## config.mk

```make
export PLATFORM = sky130hd
export DESIGN_NAME = slow_clk_cal
export DESIGN_NICKNAME = d
export VERILOG_FILES = /design/src/rtl/slow_clk_cal.sv
export SDC_FILE = /design/constraint.sdc
export NUM_CORES = 1
export LEC_CHECK = 0
export BUFFER_PORTS_ARGS = -buffer_cell sky130_fd_sc_hd__buf_4
export CORE_MARGIN = 1
export CORE_UTILIZATION = 45
export CTS_CLUSTER_DIAMETER = 40
export CTS_CLUSTER_SIZE = 40
export DETAILED_ROUTE_END_ITERATION = 16
export MAX_ROUTING_LAYER = met4
export PLACE_DENSITY = 0.68
export RECOVER_POWER = 100
export SKIP_LAST_GASP = 1
export SLEW_MARGIN = 10
export SYNTH_ARGS = -nofsm -noshare
export SYNTH_HDL_FRONTEND = slang
export SYNTH_SLANG_ARGS = --single-unit
```

## constraint.sdc

```tcl
create_clock -name clk_ref -period 3.85 [get_ports clk_ref]
set_clock_uncertainty 0.15 [all_clocks]
set_input_delay 0 -clock clk_ref [delete_from_list [all_inputs] [get_ports clk_ref]]
set_output_delay 0 -clock clk_ref [all_outputs]
set_load 0.01 [all_outputs]
```

## src/rtl/slow_clk_cal.sv

```systemverilog
module slow_clk_cal #(
  parameter int CNT_W    = 25,
  parameter int MAX_W    = 15,
  parameter int THR_W    = 22,
  parameter int TO_SHIFT = 4
) (
  input  logic             clk_ref,
  input  logic             rst_n,
  input  logic [2:0]       slow_clk,
  input  logic [1:0]       src_sel,
  input  logic [MAX_W-1:0] max_cycles,
  input  logic             start_oneshot,
  input  logic             cycling_off,
  input  logic [THR_W-1:0] timeout_thres,
  output logic             cal_ready,
  output logic             cycle_valid,
  output logic             cal_timeout,
  output logic [CNT_W-1:0] cal_value
);
  localparam int TO_W = THR_W + TO_SHIFT + 1;

  typedef enum logic [1:0] {S_IDLE, S_WAIT, S_RUN} st_t;
  st_t st;

  logic             sel_clk;
  logic [2:0]       sync_q;
  logic             os_q, off_q, run_cyc;
  logic [CNT_W-1:0] ref_cnt;
  logic [MAX_W-1:0] edge_cnt;
  logic [TO_W-1:0]  tmo_cnt;

  always_comb begin
    case (src_sel)
      2'd0:    sel_clk = slow_clk[0];
      2'd1:    sel_clk = slow_clk[1];
      2'd2:    sel_clk = slow_clk[2];
      default: sel_clk = 1'b0;
    endcase
  end

  wire slow_edge = sync_q[1] & ~sync_q[2];
  wire cyc_en    = ~cycling_off;
  wire rearm     = off_q & ~cycling_off;
  wire os_start  = start_oneshot & ~os_q & ~cyc_en;
  wire cyc_start = cyc_en & (st == S_IDLE) & (~cal_timeout | rearm);
  wire abort     = run_cyc & ~cyc_en & (st != S_IDLE);
  wire [TO_W-1:0] to_lim = {1'b0, timeout_thres, {TO_SHIFT{1'b0}}};
  wire to_hit   = (st != S_IDLE) && (tmo_cnt >= to_lim);
  wire win_done = (st == S_RUN) && slow_edge &&
                  (({1'b0, edge_cnt} + (MAX_W+1)'(1)) == {1'b0, max_cycles});

  always_ff @(posedge clk_ref or negedge rst_n) begin
    if (!rst_n) begin
      sync_q      <= '0;
      os_q        <= 1'b0;
      off_q       <= 1'b0;
      run_cyc     <= 1'b0;
      st          <= S_IDLE;
      ref_cnt     <= '0;
      edge_cnt    <= '0;
      tmo_cnt     <= '0;
      cal_ready   <= 1'b0;
      cycle_valid <= 1'b0;
      cal_timeout <= 1'b0;
      cal_value   <= '0;
    end else begin
      sync_q      <= {sync_q[1:0], sel_clk};
      os_q        <= start_oneshot;
      off_q       <= cycling_off;
      cycle_valid <= 1'b0;
      if (rearm) cal_timeout <= 1'b0;
      if (os_start || cyc_start) begin
        st          <= S_WAIT;
        run_cyc     <= cyc_start;
        tmo_cnt     <= '0;
        cal_ready   <= 1'b0;
        cal_timeout <= 1'b0;
      end else if (abort) begin
        st <= S_IDLE;
      end else if (st != S_IDLE) begin
        tmo_cnt <= tmo_cnt + TO_W'(1);
        if (win_done) begin
          cal_value <= ref_cnt;
          if (run_cyc) begin
            cycle_valid <= 1'b1;
            ref_cnt     <= CNT_W'(1);
            edge_cnt    <= '0;
            tmo_cnt     <= '0;
          end else begin
            cal_ready <= 1'b1;
            st        <= S_IDLE;
          end
        end else if (to_hit) begin
          cal_timeout <= 1'b1;
          st          <= S_IDLE;
        end else if (st == S_WAIT) begin
          if (slow_edge) begin
            st       <= S_RUN;
            ref_cnt  <= CNT_W'(1);
            edge_cnt <= '0;
          end
        end else begin
          if (ref_cnt != '1) ref_cnt <= ref_cnt + CNT_W'(1);
          if (slow_edge) edge_cnt <= edge_cnt + MAX_W'(1);
        end
      end
    end
  end

  AST_NO_WRAP: assert property (@(posedge clk_ref) disable iff (!rst_n)
    (st == S_RUN) |-> (ref_cnt != '0));
  AST_VALID_PULSE: assert property (@(posedge clk_ref) disable iff (!rst_n)
    cycle_valid |=> !cycle_valid);
  AST_TIMEOUT_STOPS: assert property (@(posedge clk_ref) disable iff (!rst_n)
    $rose(cal_timeout) |-> (st == S_IDLE));
  AST_ZERO_MAX: assert property (@(posedge clk_ref) disable iff (!rst_n)
    ((st == S_RUN) && (max_cycles == '0)) |=> (!cal_ready && !cycle_valid));
  AST_READY_ONESHOT: assert property (@(posedge clk_ref) disable iff (!rst_n)
    $rose(cal_ready) |-> (!run_cyc && $past(st) == S_RUN));
  AST_FLAGS_EXCL: assert property (@(posedge clk_ref) disable iff (!rst_n)
    !(cal_ready && cycle_valid));
endmodule

```

======== After elaboration in Yosys (flattened, before gate mapping) ========
Cells that the tools add are included.
storage, ports and cells
  word-level logic and storage cells ...... 106
  output and inout port bits .............. 28
  flip-flop bits (word level) ............. 103
cells by class
  bitwise operators ....................... 15
  equal/unequal tests ..................... 12
  mux-type cells .......................... 42
  add/sub/neg operators ................... 4
  $lt $le $gt $ge ......................... 1
  reduce and logical (&&, ||, !) cells .... 20
operators with widths
  operator                                                                  count
  25-bit 2-to-1 mux                                                         6
  27-bit 2-to-1 mux                                                         5
  15-bit 2-to-1 mux                                                         6
  27-bit by 1-bit adder with 27-bit output (second input constant)          1
  27-bit by 26-bit greater-or-equal comparator with 1-bit output            1
  25-bit by 1-bit adder with 25-bit output (second input constant)          1
  25-bit inequality test (second input constant)                            1
  15-bit by 1-bit adder with 16-bit output (second input constant)          1
  16-bit by 15-bit == test with 1-bit output                                1
  1-bit 2-to-1 mux                                                          16
  2-bit 2-to-1 mux                                                          8
  15-bit by 1-bit adder with 15-bit output (second input constant)          1
  4-bit AND reduction                                                       3
  5-bit nonzero test                                                        2
  1-bit bitwise AND                                                         8
  2-bit nonzero test                                                        4
  7-bit AND reduction                                                       1
  2-bit by 1-bit inequality test with 1-bit output (second input constant)  3
  1-bit NOT                                                                 6
  6-bit AND reduction                                                       1
  3-bit nonzero test                                                        2
  2-bit by 1-bit == test with 1-bit output (second input constant)          2
  2-bit == test (second input constant)                                     2
  2-bit zero test                                                           2
  other kinds (8)                                                           10

======== Logic depth before layout (Yosys ltp) ========
Gate-level depths: netlist of the first run.
  word-level depth ........................ 9
  depth in mapped cells ................... 12
  gate-level depth less buffers ........... 10

======== Worst setup path before layout of the first run ========
No wires, ideal clock.
  path kind ............................... reg-to-reg
  start point ............................. register edge_cnt[0]
  end point ............................... register cal_value[10]
  library setup time ...................... 0.125 ns
  clock period less this slack ............ 3.270 ns
  stages on the path, launching flop included .. 10
  data arrival time ....................... 2.995 ns
  data required time ...................... 3.575 ns
  slack ................................... 0.580 ns
  cell sequence ........................... dfrtp_1 > ha_1 > nand3_2 > or3_1 > a221oi_2 > nand4_1 > or4_4 > nor3_4 > buf_6 > mux2_4
between the ends
  cells in the longest elaborated chain, start to end .. 4
ends and longest elaborated chain
  item                                        RTL line  RTL
  start: declaration                          29        logic [MAX_W-1:0] edge_cnt;
  start signal: assignment                    104       if (slow_edge) edge_cnt <= edge_cnt + MAX_W'(1);
  15-bit by 1-bit adder with 16-bit output    50        (({1'b0, edge_cnt} + (MAX_W+1)'(1)) == {1'b0, max_cycles});
  16-bit by 15-bit == test with 1-bit output  50
  1-bit logical AND                           49        wire win_done = (st == S_RUN) && slow_edge &&
  4-bit AND reduction (no line)               -
  end signal: assignment                      83        cal_value <= ref_cnt;
  end: declaration                            18        output logic [CNT_W-1:0] cal_value
No other way between the ends.
A chain may end at the register's enable or synchronous reset.

======== Final worst setup path of the first run ========
  start point ............................. register edge_cnt[0]
  end point ............................... register cal_value[21]
The elaborated chain is that of the path after synthesis.

==> results of run 1 <==
-- cells in the mapped netlist, types with 4 or more instances --
master    number  area, um^2
nand2b_1       8        50.1
buf_6          5        56.3
nand3_1       27         135
a21oi_1       40         200
nor2_1        28         105
xnor2_1       11        96.3
nor2b_1        5        31.3
or3_1         29         181
buf_2         11        55.1
nor3b_1        4        30.0
mux2_4        20         300
dfrtp_1      103        2580
xor2_1         8        70.1
nor3_1        16        80.1
inv_1         41         154
and3_1        25         156
clkbuf_1      18        67.6
a21o_1        12        90.1
o41ai_1        4        35.0
ha_1          26         325
mux2_2         9         101
nand2_1       46         173
nand4_1       16         100
o21ai_0       40         200
a41oi_1       21         184
a31oi_1       29         181
nor4_1        10        62.6
o31ai_1        5        37.5
-- worst paths after layout --
kind | from | end | slack [ns] | cells after the start
max in group asynchronous | rst_n | cal_value[14]$_DFFE_PN0P_ | 1.41 | 3
hold / removal | start_oneshot | os_q$_DFF_PN0_ | 0.20 | 2
setup / recovery | edge_cnt[0]$_DFFE_PN0P_ | cal_value[21]$_DFFE_PN0P_ | 0.24 | 9
hold reg to reg | sync_q[0]$_DFF_PN0_ | sync_q[1]$_DFF_PN0_ | 0.20 | 0
min in group asynchronous | rst_n | tmo_cnt[26]$_DFFE_PN0P_ | 0.51 | 2
setup reg to reg | edge_cnt[0]$_DFFE_PN0P_ | cal_value[21]$_DFFE_PN0P_ | 0.24 | 9
-- layout make-up --
class / count / area [um^2] / share of cell area (%)
Clock buffer: 10 / 239 / 3.28
Clock inverter: 5 / 88.8 / 1.22
Inverter: 41 / 154 / 2.11
Multi-Input combinational cell: 501 / 3390 / 46.5
Sequential cell: 103 / 2580 / 35.3
Tap cell: 180 / 225 / 3.09
Timing Repair Buffer: 96 / 619 / 8.49
-- power by group through the flow --
stage / combinational (mW) / clock [mW] / sequential [mW]
floorplan: 0.758 / 0 / 1.28
global placement: 1.02 / 0 / 1.32
detailed placement: 1.05 / 0 / 1.32
CTS: 1.06 / 1.04 / 1.30
global route: 1.17 / 1.08 / 1.32
finish: 1.05 / 1.01 / 1.30
-- registers in the layout, indices dropped and copies added (netlist names) --
| register | flops |
|---|---|
| ref_cnt | 25 |
| cal_timeout | 1 |
| os_q | 1 |
| off_q | 1 |
| st | 2 |
| sync_q | 3 |
| cal_ready | 1 |
| cal_value | 25 |
| tmo_cnt | 27 |
| run_cyc | 1 |
| edge_cnt | 15 |
| cycle_valid | 1 |
-- cell families (layout without fill, tap and decap cells) --
logic type	Yosys count	count (layout)	share of synthesized area [%]
xor gates and xnor gates	19	19	2.61
AOI/OAI and AO/OA	177	177	18.0
buffers and inverters	76	152	5.33
DFF	103	103	40.4
muxes	31	31	6.61
adders and majority gates	26	26	5.10
and+or+nand+nor	248	248	22.0
-- per-stage QoR --
step                      util [%]  std cells
after floorplan                  -        680
after global placement        51.4        916
after detailed placement      51.4        916
after CTS                     54.1        936
after global routing          52.6        936
final                         52.6        936
-- repair_timing --
item                                   4_1_cts  5_1_grt
endpoints found under the hold margin       77        0
hold buffers                                 5        0
setup buffers                                0        0
-- routing by layer --
layer  vias to the layer above  wire length, um
li1                       2690                -
met1                      2712             7270
met2                       170             7640
met3                        25              760
met4                         0              345
met5                         -                0
-- critical path, delay by kind of cell, from the launching register on --
kind	cells	cell delay, ns
multiplexers	1	0.35
AO/OA/AOI/OAI	1	0.30
adder cells (fa/ha/maj)	1	0.29
buffers and inverters	1	0.23
AND/OR/NAND/NOR	5	1.72
flip-flops	1	0.43
==> flow_metrics.py, run 1 <==
metrics = {
    "clocking": {
        "ctsHtreeMaxLevel": 3,
        "numCtsBuffers": 9,
        "cts_root_buffer": "clkbuf_16",
        "max-clock-path-buffers": 2,
        "tritoncts": "yes",
        "clkLatencyLatePin_ns": 0.36,
        "cts_sinks": 103,
        "clkTransAtPathRegs_ns": 0.07,
        "post_cts_resized": 0,
    },
    "critical_path": {
        "critPathMaxStageDelay_ns": 0.57,
        "criticalPathCategory": "register to register",
        "path_cells": "ha_1 > nand3_2 > or3_1 > a221oi_2 > nand4_1 > or4_1 > nor3_1 > buf_12 > mux2_1",
        "cp_data_arrival_time_ns": 3.69,
        "worst_setup_path_end_kind": "register",
        "cp_max_fo": 25,
        "cpMaxStageDelayCell": "or4_1",
        "timing.critical_path.required_ns": 3.93,
        "critical_path.startpoint_type": "register",
    },
    "power": {
        "power.density_nw_per_um2": 461,
        "power_mw": 3.37,
        "static_leakage_nw": 3.44,
        "power.share.combinational_pct": 31.3,
        "clockPowerShare_pct": 30.0,
        "switching_power_mw": 1.21,
        "irDropWorstVdd_uv": 295,
        "cellInternalPower_mw": 2.16,
        "power.share.sequential_pct": 38.7,
        "netSwitchingFraction_pct": 35.9,
    },
    "final_layout": {
        "fin_nets": 824,
        "filler_cell_count": 1326,
        "most-common-layout-cells": "103 x dfrtp_1, 54 x buf_4, 46 x nand2_1",
        "post_route_cells_drive_above_1_share_pct": 14.2,
        "antenna_diode_count": 0,
        "leading_cell_type_in_the_layout_fill_and_taps_excluded": "dfrtp_1",
        "synthToLayoutAreaGrowth_pct": 14.4,
        "finish.instance_area_um2": 7300,
    },
    "timing": {
        "grt_setup_unrepaired": "no",
        "worst_hold_slack_ns": 0.201,
        "hold_viol_final": 0,
        "clock.fmax_ghz": 0.277,
        "finalCritPeriodShare_pct": 93.8,
        "setup_violation_total_in_the_final_timing_report": 0,
        "finalSetupTns_ns": 0,
        "slew_of_the_pin_with_the_lowest_slew_margin_ns": 1.82,
        "final_setup_slack_of_the_worst_path_ns": 0.239,
        "fin_crit_ns": 3.61,
        "report.final.slew_viol_count": 73,
        "timing.max_slew.rel_slack_pct": -21.3,
    },
    "synth": {
        "async_sr_flop_fraction_pct": 100,
        "synthesis.area_um2": 6380,
        "synth_sequential_area_ratio_pct": 40.4,
        "syn_avg_cell_area_um2": 9.38,
        "synth_edf_count": 0,
        "post_syn_nets": 752,
        "synthDistinctLibCells": 68,
        "post_synth_inst_count": 680,
        "synth-seq-cells": 103,
        "yosysWarnings": 0,
        "synthFlopType": "dfrtp_1",
    },
    "grt": {
        "globalRouteMet2Util_pct": 37.1,
        "grt_pass1_vias": 5391,
        "antenna_violations_before_repair": 0,
        "grt.overflow.total": 0,
        "grt_max_degree": 73,
        "grt_util_met3_pct": 5.31,
        "grt_pass1_wl_um": 26700,
        "grt_met1_usage_pct": 30.6,
        "globalRoute.busiestLayer": "met2",
        "grt.total_usage_pct": 23.8,
    },
    "routing": {
        "routed_wire_length_per_instance_um": 17.1,
        "detailedRoute.firstIterationViolations": 488,
        "drt-pass1-iter-count": 7,
        "routed_via_density": 5.98,
        "drt_drc_violations_left": 0,
        "routed_wirelength_um": 16000,
        "number_of_vias_after_detailed_routing": 5597,
        "ant_nets": 0,
    },
    "floorplanning": {
        "die_h_um": 121,
        "top_level_ports": 74,
        "initial_utilization_pct": 46.0,
        "dieWidth_um": 121,
        "row_count": 43,
        "die_area_um2": 14700,
        "placeableCoreArea_um2": 13900,
    },
    "run_status": {
        "outcome": "finished, violations left",
        "violations": "capacitance limit, slew limit",
    },
    "worst_hold_path": {
        "min-delay-path-class": "input port to register",
    },
    "placed_design": {
        "buffer_ports.inserted": 73,
        "pre_cts_ws_ns": 0.308,
        "hpwlAfterDp_um": 11400,
        "place.gp.congestion": 0.931,
        "placement.cell_area_um2": 7130,
    },
    "job": {
        "max_cap_violations": 1,
    },
}
(Power assumes the default switching activity.)
==> run 2, diff against run 1 <==
CORE_UTILIZATION = 46   (was 45)
PLACE_DENSITY = 0.69   (was 0.68)
RECOVER_POWER = 50   (was 100)
==> flow_metrics.py, run 2 (synthesis results as in run 1) <==
metrics = {
    "grt": {
        "grt_pass1_wl_um": 27400,
        "antenna_violations_before_repair": 0,
        "grt.total_usage_pct": 24.4,
        "grt.overflow.total": 0,
        "grt_max_degree": 44,
        "grt_pass1_vias": 5539,
    },
    "timing": {
        "report.final.slew_viol_count": 44,
        "setup_violation_total_in_the_final_timing_report": 0,
        "hold_viol_final": 0,
        "fin_crit_ns": 3.59,
        "finalSetupTns_ns": 0,
        "grt_setup_unrepaired": "no",
        "slew_of_the_pin_with_the_lowest_slew_margin_ns": 2.50,
        "timing.max_slew.rel_slack_pct": -66.5,
        "clock.fmax_ghz": 0.279,
        "finalCritPeriodShare_pct": 93.2,
    },
    "final_layout": {
        "most-common-layout-cells": "103 x dfrtp_1, 57 x buf_4, 46 x nand2_1",
        "number_of_flip_flops_in_the_largest_register": 27,
        "antenna_diode_count": 0,
        "fin_nets": 825,
        "post_route_cells_drive_above_1_share_pct": 17.4,
        "register_with_the_most_flip_flops": "tmo_cnt",
        "largestRegisters": "tmo_cnt (27), cal_value (25), ref_cnt (25)",
        "synthToLayoutAreaGrowth_pct": 15.5,
        "filler_cell_count": 1210,
        "fin_cells": 933,
        "leading_cell_type_in_the_layout_fill_and_taps_excluded": "dfrtp_1",
    },
    "placed_design": {
        "hpwlAfterDp_um": 11600,
        "place.gp.congestion": 0.904,
        "buffer_ports.inserted": 73,
        "dpl.cell_count": 913,
    },
    "floorplanning": {
        "initial_utilization_pct": 47.6,
        "die_area_um2": 14300,
        "row_count": 42,
        "dieWidth_um": 120,
        "placeableCoreArea_um2": 13400,
        "top_level_ports": 74,
        "die_h_um": 120,
    },
    "routing": {
        "routed_wirelength_um": 16100,
        "ant_nets": 0,
        "drt-pass1-iter-count": 5,
        "routed_wire_length_per_instance_um": 17.3,
        "detailedRoute.firstIterationViolations": 415,
        "routed_via_density": 6.04,
        "number_of_vias_after_detailed_routing": 5636,
        "drt_drc_violations_left": 0,
    },
    "power": {
        "irDropWorstVdd_uv": 250,
        "static_leakage_nw": 3.44,
        "power.density_nw_per_um2": 447,
    },
    "clocking": {
        "max-clock-path-buffers": 2,
        "clkTransAtPathRegs_ns": 0.07,
        "post_cts_buffers": 0,
        "clkLatencyLatePin_ns": 0.35,
        "numCtsBuffers": 9,
        "cts_root_buffer": "clkbuf_16",
        "ctsHtreeMaxLevel": 3,
        "tritoncts": "yes",
        "cts_sinks": 103,
    },
    "run_status": {
        "outcome": "finished, violations left",
        "violations": "capacitance limit, slew limit",
    },
    "critical_path": {
        "cp_max_fo": 18,
        "critical_path.startpoint": "edge_cnt[7]$_DFFE_PN0P_",
        "r2r_end": "ref_cnt[21]$_DFFE_PN0P_",
        "timing.critical_path.required_ns": 3.96,
        "critical_path.startpoint_type": "register",
        "criticalPathCategory": "register to register",
        "cp_data_arrival_time_ns": 3.70,
        "destination_of_the_critical_timing_path": "ref_cnt[21]$_DFFE_PN0P_",
        "worst_reg2reg_setup_slack_ns": 0.26,
        "critical_r2r_launch": "edge_cnt[7]$_DFFE_PN0P_",
        "worstRegToRegCells": 10,
        "worst_setup_path_end_kind": "register",
    },
    "job": {
        "max_cap_violations": 1,
    },
    "worst_hold_path": {
        "min-delay-path-class": "input port to register",
    },
}
run 2: cell count changes in the layout (fill, tap and decap cells not counted), moves of 2 or more:
cell / change
mux2_4: +17
mux2_1: -18
buf_4: +3
clkbuf_2: -2
run 2: final cells by class:
type | instances | area, um^2 | area share [%]
sequential | 103 | 2580 | 35.0
clock inverter | 4 | 55.1 | 0.747
multi-input combinational | 501 | 3490 | 47.3
inverter | 41 | 154 | 2.09
clock buffer | 11 | 243 | 3.29
tap | 176 | 220 | 2.99
timing repair buffer | 97 | 636 | 8.62
run 2: worst min path at each step:
stage                                    to  cells after the start           from
floorplan             cal_ready$_DFFE_PN0P_                      0          rst_n
global placement    tmo_cnt[26]$_DFFE_PN0P_                      1          rst_n
detailed placement  tmo_cnt[25]$_DFFE_PN0P_                      1          rst_n
CTS                 tmo_cnt[15]$_DFFE_PN0P_                      2          rst_n
global route                 os_q$_DFF_PN0_                      2  start_oneshot
finish                       os_q$_DFF_PN0_                      2  start_oneshot
run 2: layer usage:
metal  share of wire, %  vias to the layer above  track usage (%)
li1                   -                     2682                -
met1                 45                     2741             31.9
met2                 48                      191             38.5
met3                5.5                       22             5.13
met4                1.7                        0             6.72
met5                  0                        -                -
run 2: what timing repair did:
action	4_1_cts	5_1_grt
hold buffers	5	0
hold endpoints to repair	47	0
endpoints found under the setup margin	0	26
gates resized for setup	0	3
run 2: power by group:
| group | leakage [nW] | switching, mW | internal (mW) |
|---|---|---|---|
| combinational | 1.90 | 0.664 | 0.388 |
| sequential | 1.40 | 0.140 | 1.17 |
| clock | 0.142 | 0.404 | 0.522 |
run 2: worst max-delay path, cell delays in order (launching register included):
cell     delay [ns]
dfrtp_1        0.52
and4_1         0.37
xnor2_1        0.15
o31ai_1        0.10
a31oi_1        0.57
nor4_2         0.13
buf_4          0.21
nor2_2         0.66
buf_4          0.34
a41oi_1        0.13
a31oi_1        0.18
run 2: through the flow:
step                      utilization [%]  instance area, um^2  total power, mW  hold WS, ns  setup WS (ns)
after floorplan                         -                 6380             2.04       -0.446          0.580
after global placement               53.2                 7130             2.32       -0.111          0.313
after detailed placement             53.2                 7130             2.36       -0.102          0.212
after CTS                            55.8                 7480             3.30       0.0715          0.195
after global routing                 55.0                 7370             3.49        0.189         0.0292
final                                55.0                 7370             3.29        0.185          0.263
